**config.mk**
```make
export PLATFORM = sky130hd
export DESIGN_NAME = flash_cmd_decoder
export DESIGN_NICKNAME = d
export VERILOG_FILES = /design/src/rtl/flash_cmd_pkg.sv /design/src/rtl/flash_cmd_fsm.sv /design/src/rtl/flash_cmd_status.sv /design/src/rtl/flash_cmd_rdmux.sv /design/src/rtl/flash_cmd_decoder.sv
export SDC_FILE = /design/constraint.sdc
export NUM_CORES = 1
export LEC_CHECK = 0
export ABC_AREA = 1
export ABC_CLOCK_PERIOD_IN_PS = 2100
export CORE_ASPECT_RATIO = 0.75
export CORE_MARGIN = 2
export CORE_UTILIZATION = 32
export DETAILED_ROUTE_END_ITERATION = 10
export PLACE_DENSITY = 0.86
export SETUP_SLACK_MARGIN = 0.02
export SLEW_MARGIN = 20
export SYNTH_ARGS = -nofsm -noshare
export SYNTH_HDL_FRONTEND = slang
export SYNTH_SLANG_ARGS = --single-unit
```
**constraint.sdc**
```tcl
create_clock -name clk -period 2.1 [get_ports clk]
set_input_delay 0.525 -clock clk [delete_from_list [all_inputs] [get_ports clk]]
set_output_delay 0.525 -clock clk [all_outputs]
set_load 0.01 [all_outputs]
```
**src/rtl/flash_cmd_pkg.sv**
```systemverilog
package flash_cmd_pkg;

    localparam int BYTE_W = 8;

    localparam logic [BYTE_W-1:0] CMD_READ        = 8'h00;
    localparam logic [BYTE_W-1:0] CMD_IDENT       = 8'h90;
    localparam logic [BYTE_W-1:0] CMD_CHIP        = 8'h30;
    localparam logic [BYTE_W-1:0] CMD_BLK_SETUP   = 8'h20;
    localparam logic [BYTE_W-1:0] CMD_BLK_CONFIRM = 8'hD0;

    typedef enum logic [2:0] {
        M_ARRAY    = 3'd0,
        M_IDENT    = 3'd1,
        M_CHIP_STG = 3'd2,
        M_BLK_STG  = 3'd3,
        M_ERASING  = 3'd4
    } mode_e;

    function automatic mode_e decode_fresh(input logic [BYTE_W-1:0] cmd);
        case (cmd)
            CMD_IDENT:     decode_fresh = M_IDENT;
            CMD_CHIP:      decode_fresh = M_CHIP_STG;
            CMD_BLK_SETUP: decode_fresh = M_BLK_STG;
            default:       decode_fresh = M_ARRAY;
        endcase
    endfunction

endpackage

```
**src/rtl/flash_cmd_fsm.sv**
```systemverilog
module flash_cmd_fsm
    import flash_cmd_pkg::*;
#(
    parameter int ADDR_W = 18,
    parameter int BLK_W  = 2
) (
    input  logic                clk,
    input  logic                rst_n,
    input  logic                wr_en,
    input  logic [ADDR_W-1:0]   wr_addr,
    input  logic [BYTE_W-1:0]   wr_data,
    input  logic                eng_done,
    output mode_e               mode,
    output logic                erase_start,
    output logic                erase_blk_mode,
    output logic [BLK_W-1:0]    erase_blk_idx
);

    typedef struct packed {
        mode_e            mode;
        logic             start;
        logic             blk_mode;
        logic [BLK_W-1:0] blk_idx;
    } fsm_t;

    fsm_t st_d, st_q;

    always_comb begin
        st_d       = st_q;
        st_d.start = 1'b0;
        case (st_q.mode)
            M_ERASING: begin
                if (eng_done) begin
                    st_d.mode = M_ARRAY;
                end
            end
            M_CHIP_STG: begin
                if (wr_en) begin
                    if (wr_data == CMD_CHIP) begin
                        st_d.mode     = M_ERASING;
                        st_d.start    = 1'b1;
                        st_d.blk_mode = 1'b0;
                        st_d.blk_idx  = '0;
                    end else begin
                        st_d.mode = decode_fresh(wr_data);
                    end
                end
            end
            M_BLK_STG: begin
                if (wr_en) begin
                    if (wr_data == CMD_BLK_CONFIRM) begin
                        st_d.mode     = M_ERASING;
                        st_d.start    = 1'b1;
                        st_d.blk_mode = 1'b1;
                        st_d.blk_idx  = wr_addr[ADDR_W-1 -: BLK_W];
                    end else begin
                        st_d.mode = decode_fresh(wr_data);
                    end
                end
            end
            default: begin
                if (wr_en) begin
                    st_d.mode = decode_fresh(wr_data);
                end
            end
        endcase
    end

    always_ff @(posedge clk or negedge rst_n) begin
        if (!rst_n) begin
            st_q <= '{mode: M_ARRAY, start: 1'b0, blk_mode: 1'b0, blk_idx: '0};
        end else begin
            st_q <= st_d;
        end
    end

    assign mode           = st_q.mode;
    assign erase_start    = st_q.start;
    assign erase_blk_mode = st_q.blk_mode;
    assign erase_blk_idx  = st_q.blk_idx;

endmodule

```
**src/rtl/flash_cmd_status.sv**
```systemverilog
module flash_cmd_status
    import flash_cmd_pkg::*;
(
    input  logic  clk,
    input  logic  rst_n,
    input  mode_e mode,
    input  logic  rd_en,
    output logic  tgl
);

    logic tgl_d, tgl_q;

    always_comb begin
        tgl_d = 1'b0;
        if (mode == M_ERASING) begin
            tgl_d = rd_en ? ~tgl_q : tgl_q;
        end
    end

    always_ff @(posedge clk or negedge rst_n) begin
        if (!rst_n) begin
            tgl_q <= 1'b0;
        end else begin
            tgl_q <= tgl_d;
        end
    end

    assign tgl = tgl_q;

endmodule

```
**src/rtl/flash_cmd_rdmux.sv**
```systemverilog
module flash_cmd_rdmux
    import flash_cmd_pkg::*;
#(
    parameter int                ADDR_W   = 18,
    parameter logic [BYTE_W-1:0] MFR_CODE = 8'hC2,
    parameter logic [BYTE_W-1:0] DEV_CODE = 8'h2A
) (
    input  mode_e               mode,
    input  logic [ADDR_W-1:0]   rd_addr,
    input  logic [BYTE_W-1:0]   array_data,
    input  logic                tgl,
    output logic [BYTE_W-1:0]   rd_data
);

    localparam logic [ADDR_W-1:0] ID_ADDR_MFR = '0;
    localparam logic [ADDR_W-1:0] ID_ADDR_DEV = ADDR_W'(1);

    logic [BYTE_W-1:0] id_byte;
    logic [BYTE_W-1:0] status_byte;

    always_comb begin
        if (rd_addr == ID_ADDR_MFR) begin
            id_byte = MFR_CODE;
        end else if (rd_addr == ID_ADDR_DEV) begin
            id_byte = DEV_CODE;
        end else begin
            id_byte = '0;
        end
        status_byte    = '0;
        status_byte[6] = tgl;
    end

    always_comb begin
        case (mode)
            M_IDENT:   rd_data = id_byte;
            M_ERASING: rd_data = status_byte;
            default:   rd_data = array_data;
        endcase
    end

endmodule

```
**src/rtl/flash_cmd_decoder.sv**
```systemverilog
module flash_cmd_decoder
    import flash_cmd_pkg::*;
#(
    parameter int          ADDR_W   = 18,
    parameter int          BLK_W    = 2,
    parameter logic [7:0]  MFR_CODE = 8'hC2,
    parameter logic [7:0]  DEV_CODE = 8'h2A
) (
    input  logic                clk,
    input  logic                rst_n,
    input  logic                wr_en,
    input  logic [ADDR_W-1:0]   wr_addr,
    input  logic [7:0]          wr_data,
    input  logic                rd_en,
    input  logic [ADDR_W-1:0]   rd_addr,
    input  logic [7:0]          array_data,
    output logic [7:0]          rd_data,
    output logic                erase_start,
    output logic                erase_blk_mode,
    output logic [BLK_W-1:0]    erase_blk_idx,
    input  logic                eng_done
);

    mode_e mode;
    logic  tgl;

    flash_cmd_fsm #(
        .ADDR_W (ADDR_W),
        .BLK_W  (BLK_W)
    ) i_fsm (
        .clk            (clk),
        .rst_n          (rst_n),
        .wr_en          (wr_en),
        .wr_addr        (wr_addr),
        .wr_data        (wr_data),
        .eng_done       (eng_done),
        .mode           (mode),
        .erase_start    (erase_start),
        .erase_blk_mode (erase_blk_mode),
        .erase_blk_idx  (erase_blk_idx)
    );

    flash_cmd_status i_status (
        .clk   (clk),
        .rst_n (rst_n),
        .mode  (mode),
        .rd_en (rd_en),
        .tgl   (tgl)
    );

    flash_cmd_rdmux #(
        .ADDR_W   (ADDR_W),
        .MFR_CODE (MFR_CODE),
        .DEV_CODE (DEV_CODE)
    ) i_rdmux (
        .mode       (mode),
        .rd_addr    (rd_addr),
        .array_data (array_data),
        .tgl        (tgl),
        .rd_data    (rd_data)
    );

endmodule

```
# Word-level counts from Yosys, hierarchy flattened
# Cells that the tools add are included.
[op_classes] n_addsub=0 mul=0 div_mod_pow=0 order_cmp=0 eq_ne=15 shifts=0 mux=17 n_bitwise=1 n_reduce_logical=5
[ops] cell="equality test 18 x 1 -> 1 bit, second input constant" n=1
[ops] cell="zero test 18 bit" n=1
[ops] cell="equality test 8 x 6 -> 1 bit, second input constant" n=2
[ops] cell="equality test 8 bit, second input constant" n=2
[ops] cell="one-hot mux 8 bit (2 select lines)" n=1
[ops] cell="two-way mux 7 bit" n=2
[ops] cell="two-way mux 3 bit" n=4
[ops] cell="one-hot mux 3 bit (3 select lines)" n=1
[ops] cell="two-way mux 4 bit" n=2
[ops] cell="two-way mux 8 bit" n=1
[ops] cell="inequality test 2 bit, second input constant" n=4
[ops] cell="one-hot mux 4 bit (2 select lines)" n=1
[ops] cell="equality test 3 x 2 -> 1 bit, second input constant" n=2
[ops] cell="two-way mux 6 bit" n=1
[ops] cell="one-hot mux 2 bit (3 select lines)" n=1
[ops] cell="AND reduction 5 bit" n=1
[ops] cell="inequality test 2 x 1 -> 1 bit, second input constant" n=2
[ops] cell="one-hot mux 2 bit (2 select lines)" n=1
[ops] cell="AND reduction 4 bit" n=1
[ops] cell="nonzero test 2 bit" n=2
[ops] cell="equality test 3 x 1 -> 1 bit, second input constant" n=1
[ops] cell="equality test 3 bit, second input constant" n=1
[ops] cell="two-way mux 1 bit" n=2
[ops] cell="inverter 1 bit" n=1
[totals] reg_bits=8 latchBits=0 mem_bits_rw=0 rom_bits=0 in_bits=57 out_inout_bits=12 wordCells=43 memories=0

# Depth between registers and ports, before layout
[logic_depth] word_depth=5 mapped_depth=10 mapped_depth_nobuf=10

# Modules after synthesis
# A second synthesis with hierarchy kept.
[hier_totals] hier_cells=124 hier_area_um2=757.0
[by_module_without_submodules] mod="flash_cmd_fsm" n_inst=1 cells_each=70 area_each_um2=475.5 seq_area_each_um2=175.2
[by_module_without_submodules] mod="flash_cmd_rdmux" n_inst=1 cells_each=45 area_each_um2=226.5 seq_area_each_um2=0.0
[by_module_without_submodules] mod="flash_cmd_status" n_inst=1 cells_each=9 area_each_um2=55.1 seq_area_each_um2=25.0

# Worst setup path after synthesis
# Ideal clock, no wire load.
[synth_path] kind="input-to-output" from="in rd_addr[3]" to="out rd_data[1]" t_arrival_ps=1230 t_required_ps=1575 setup_slack_ps=345 cell_stages=4 path_buffers=0 cell_sequence="or2_0 > nor3_2 > nand3_1 > o21ai_1"
[synth_between] elab_chain_cells=4 word_cells_on_any_way=5 cone_classes="eq/ne: 1; mux: 3; reduce/logical: 1"
[synth_lines] element="start, declared" line_no="flash_cmd_decoder.sv:15" text="input logic [ADDR_W-1:0] rd_addr,"
[synth_lines] element="equality test 18 x 1 -> 1 bit" line_no="flash_cmd_rdmux.sv:24" text="end else if (rd_addr == ID_ADDR_DEV) begin"
[synth_lines] element="two-way mux 6 bit" line_no="flash_cmd_rdmux.sv:24"
[synth_lines] element="two-way mux 8 bit *" line_no="flash_cmd_rdmux.sv:22" text="if (rd_addr == ID_ADDR_MFR) begin"
[synth_lines] element="one-hot mux 8 bit (2 select lines) *" line_no="flash_cmd_rdmux.sv:34" text="case (mode)"
[synth_lines] element="end, declared" line_no="flash_cmd_decoder.sv:17" text="output logic [7:0] rd_data,"
# Mark *: on every way between the ends. The rest lies on a longest branch, timed or not.

# Worst setup path after layout
[layout_path] from="in rd_addr[3]" to="out rd_data[6]"
[layout_between] elab_chain_cells=3
[layout_lines] element="zero test 18 bit" line_no="flash_cmd_rdmux.sv:22"
[layout_lines] element="two-way mux 8 bit" line_no="flash_cmd_rdmux.sv:22"
[layout_lines] element="one-hot mux 8 bit (2 select lines)" line_no="flash_cmd_rdmux.sv:34"
# Every way passes these cells.

==> results.tsv <==
metric	value	unit
cp.required	1.57	ns
rows	14	
fin_area	0.00134	mm^2
drt_iter0_markers	11	
multi_input_area	454	um^2
synth_common_cells	49 x nand2_1, 17 x nor2_1, 16 x inv_1	
arrival	1.54	ns
syn_avg_cell_area	5.98	um^2
finalHoldViolations	0	
synth_edf_count	0	
drc_errors	0	
worst_hold_slack	0.483	ns
tritoncts	built	
drtAntennaViolNets	0	
max_freq	0.483	GHz
power_density	297	mW/mm^2
synth-adder-area-share	0	%
tightest_slew	0.359	ns
nNetsFinal	243	
slew_headroom	76.0	%
min_period	2.07	ns
ys_seq_area_share	28.1	%
power	0.000396	W
die_area	0.00262	mm^2
cts_hold_buf	0	
num_vias	951	
routed_wl	2360	um
io_pins	69	
synthArstFlopShare	100	%
crit_type	in -> out	
cts_root_buf	clkbuf_4	
area_growth	87.5	%
rr_worst_depth	7	
rrSetupSlack	0.83	ns
drt-vias-per-instance	4.57	
grt_pass1_wl	3820	um
grt_overflow	0	
synth.mux.area_fraction	0	%
holdPathStages	2	
r2r_end	i_fsm.erase_blk_idx[1]	
h-tree-depth	1	
yosysUniqueCellTypes	21	
start_kind	input pin	
post-place-cells	198	
synth-xor-area-share	1.23	%
cts_inserted_buffers	3	
clock-sinks	8	
fill_cells	191	
synth_top_family_by_area	simple AND/OR/NAND/NOR gates	
die_w	58.5	um
slew_viol_final	0	
min_from	i_fsm.erase_blk_idx[1]	
ir_worst_vdd	0.000337	V
clockBufferDepth	2	
ys_top_cells_by_area	dfrtp_1 28%, nand2_1 26%, nor2_1 9.0%	
antenna_cells	0	
seq_area	200	um^2
holdPathEnd	i_fsm.erase_blk_idx[1]	
cp-end-kind	output pin	
yosysWarnings	0	
pre_cts_ws	-0.584	ns
final_cells	208	
dp_hpwl	1900	um
synth_top_area_share	28.1	%
setup_viol	0	
insertion_delay	0.25	ns
period_share	98.6	%
fin_worst_skew	0.00959	ns
grt_antenna_before_repair	0	
synth-main-ff-cell	dfrtp_1	
cp_max_fo	3	
core_area	0.00205	mm^2
rr_startpoint	i_fsm.mode[2]	
yosys.area.top_type	dfrtp_1	
status	complete, no violations	
synth_most_common_cell	nand2_1	
syn_inst	119	
maxCapViolCount	0	
synth_compound_area_share	3.34	%
layout_setup_ws	0.0303	ns
routabilityCongestion	0.783	
synth_nets	176	
grt_use_total	19.0	%
rsz0062_at_grt	true	
hold_class	reg -> reg	
io_buffers	52	
yosys.area_share.simple	56.2	%
die_y	44.9	um
initial_core_util	34.7	%
drive_gt1_share	25.0	%
first_pass_iters	4	
grt_pass1_vias	933	
synth_area	712	um^2
detail_route.wl_per_cell	11.4	um
ys_seq_elements	8	
clk_pin_slew	0.05	ns
post_dp_cell_area	0.00128	mm^2
grt_max_degree	9	
p_leak	0.706	nW
## per-layer routing
layer	wire, um	vias up	global-route usage, %
li1	-	491	-
met1	929	416	21.0
met2	1180	42	37.3
met3	229	2	3.44
met4	19	0	5.12
met5	0	-	0
## worst max-delay path by stage
| stage | start | to | slack, ns | depth (start not counted) |
|---|---|---|---|---|
| 2_1_floorplan | rd_addr[3] | rd_data[1] | 0.34 | 4 |
| 3_3_place_gp | rd_addr[3] | rd_data[1] | -0.57 | 6 |
| 3_5_place_dp | rd_addr[3] | rd_data[6] | -0.58 | 6 |
| 4_1_cts | i_fsm.mode[0] | rd_data[3] | 0.03 | 8 |
| 5_1_grt | rd_addr[3] | rd_data[6] | 0.0008 | 7 |
| 6_report | rd_addr[3] | rd_data[6] | 0.03 | 7 |
## power by group
part	leakage (nW)	switching [W]	internal, W
registers	0.112	0.000000247	0.000155
logic	0.580	0.0000466	0.0000788
clock network	0.0138	0.0000503	0.0000653
total	0.706	0.0000972	0.000299
## cells by family after synthesis
group / after synthesis
and+or+nand+nor: 85
buffers and inverters: 21
DFF: 8
xor gates and xnor gates: 1
AOI/OAI and AO/OA: 4
## cell usage in the layout, fill, tap and decap left out, types with 2 or more instances in the layout
cell type,Yosys,routed
nand2_1,49,48
clkdlybuf4s50_1,0,26
nor2_1,17,15
inv_1,16,15
buf_4,0,10
dfrtp_1,8,8
dlygate4sd2_1,0,8
clkdlybuf4s15_1,0,7
buf_2,0,7
inv_2,5,6
nand3_1,4,3
nor2_2,1,3
nand4_1,3,3
nand2_2,2,3
clkbuf_4,0,3
buf_6,0,3
nor3_4,1,2
nand3_2,1,2
nor2_4,2,2
a21oi_1,2,2
## state kept, by name, summed over array words and instances (netlist names)
name and cells:
i_fsm.erase_start 1, i_fsm.erase_blk_idx 2, i_fsm.mode 3, i_status.tgl 1
i_fsm.erase_blk_mode 1
## metrics by stage
step	TNS, ns	utilization (%)
6_report	0	65.1
5_1_grt	0	65.1
4_1_cts	0	63.3
3_5_place_dp	-3.12	62.7
3_3_place_gp	-2.93	62.7
2_1_floorplan	0	-
## worst max-delay path, stage by stage
cell and delay, ns:
buf_6 0.09, or2_4 0.24, nor3_4 0.21, nand4_1 0.15, buf_4 0.17, nand3_2 0.07
buf_6 0.10
## area by class of cell
cell class	count	share of cell area (%)
tap	24	2.25
sequential	8	15.0
inverter	21	5.90
clock buffer	3	1.69
timing repair buffer	62	41.1
multi-input combinational	90	34.0
## what timing repair did
item / CTS / global route
gates resized for setup: 54 / 16
setup buffers: 7 / 1
pin swaps: 18 / 13
setup endpoints to repair: 8 / 3
endpoints found under the hold margin: 0 / 0
No activity file was read; power rests on OpenSTA's default activity.
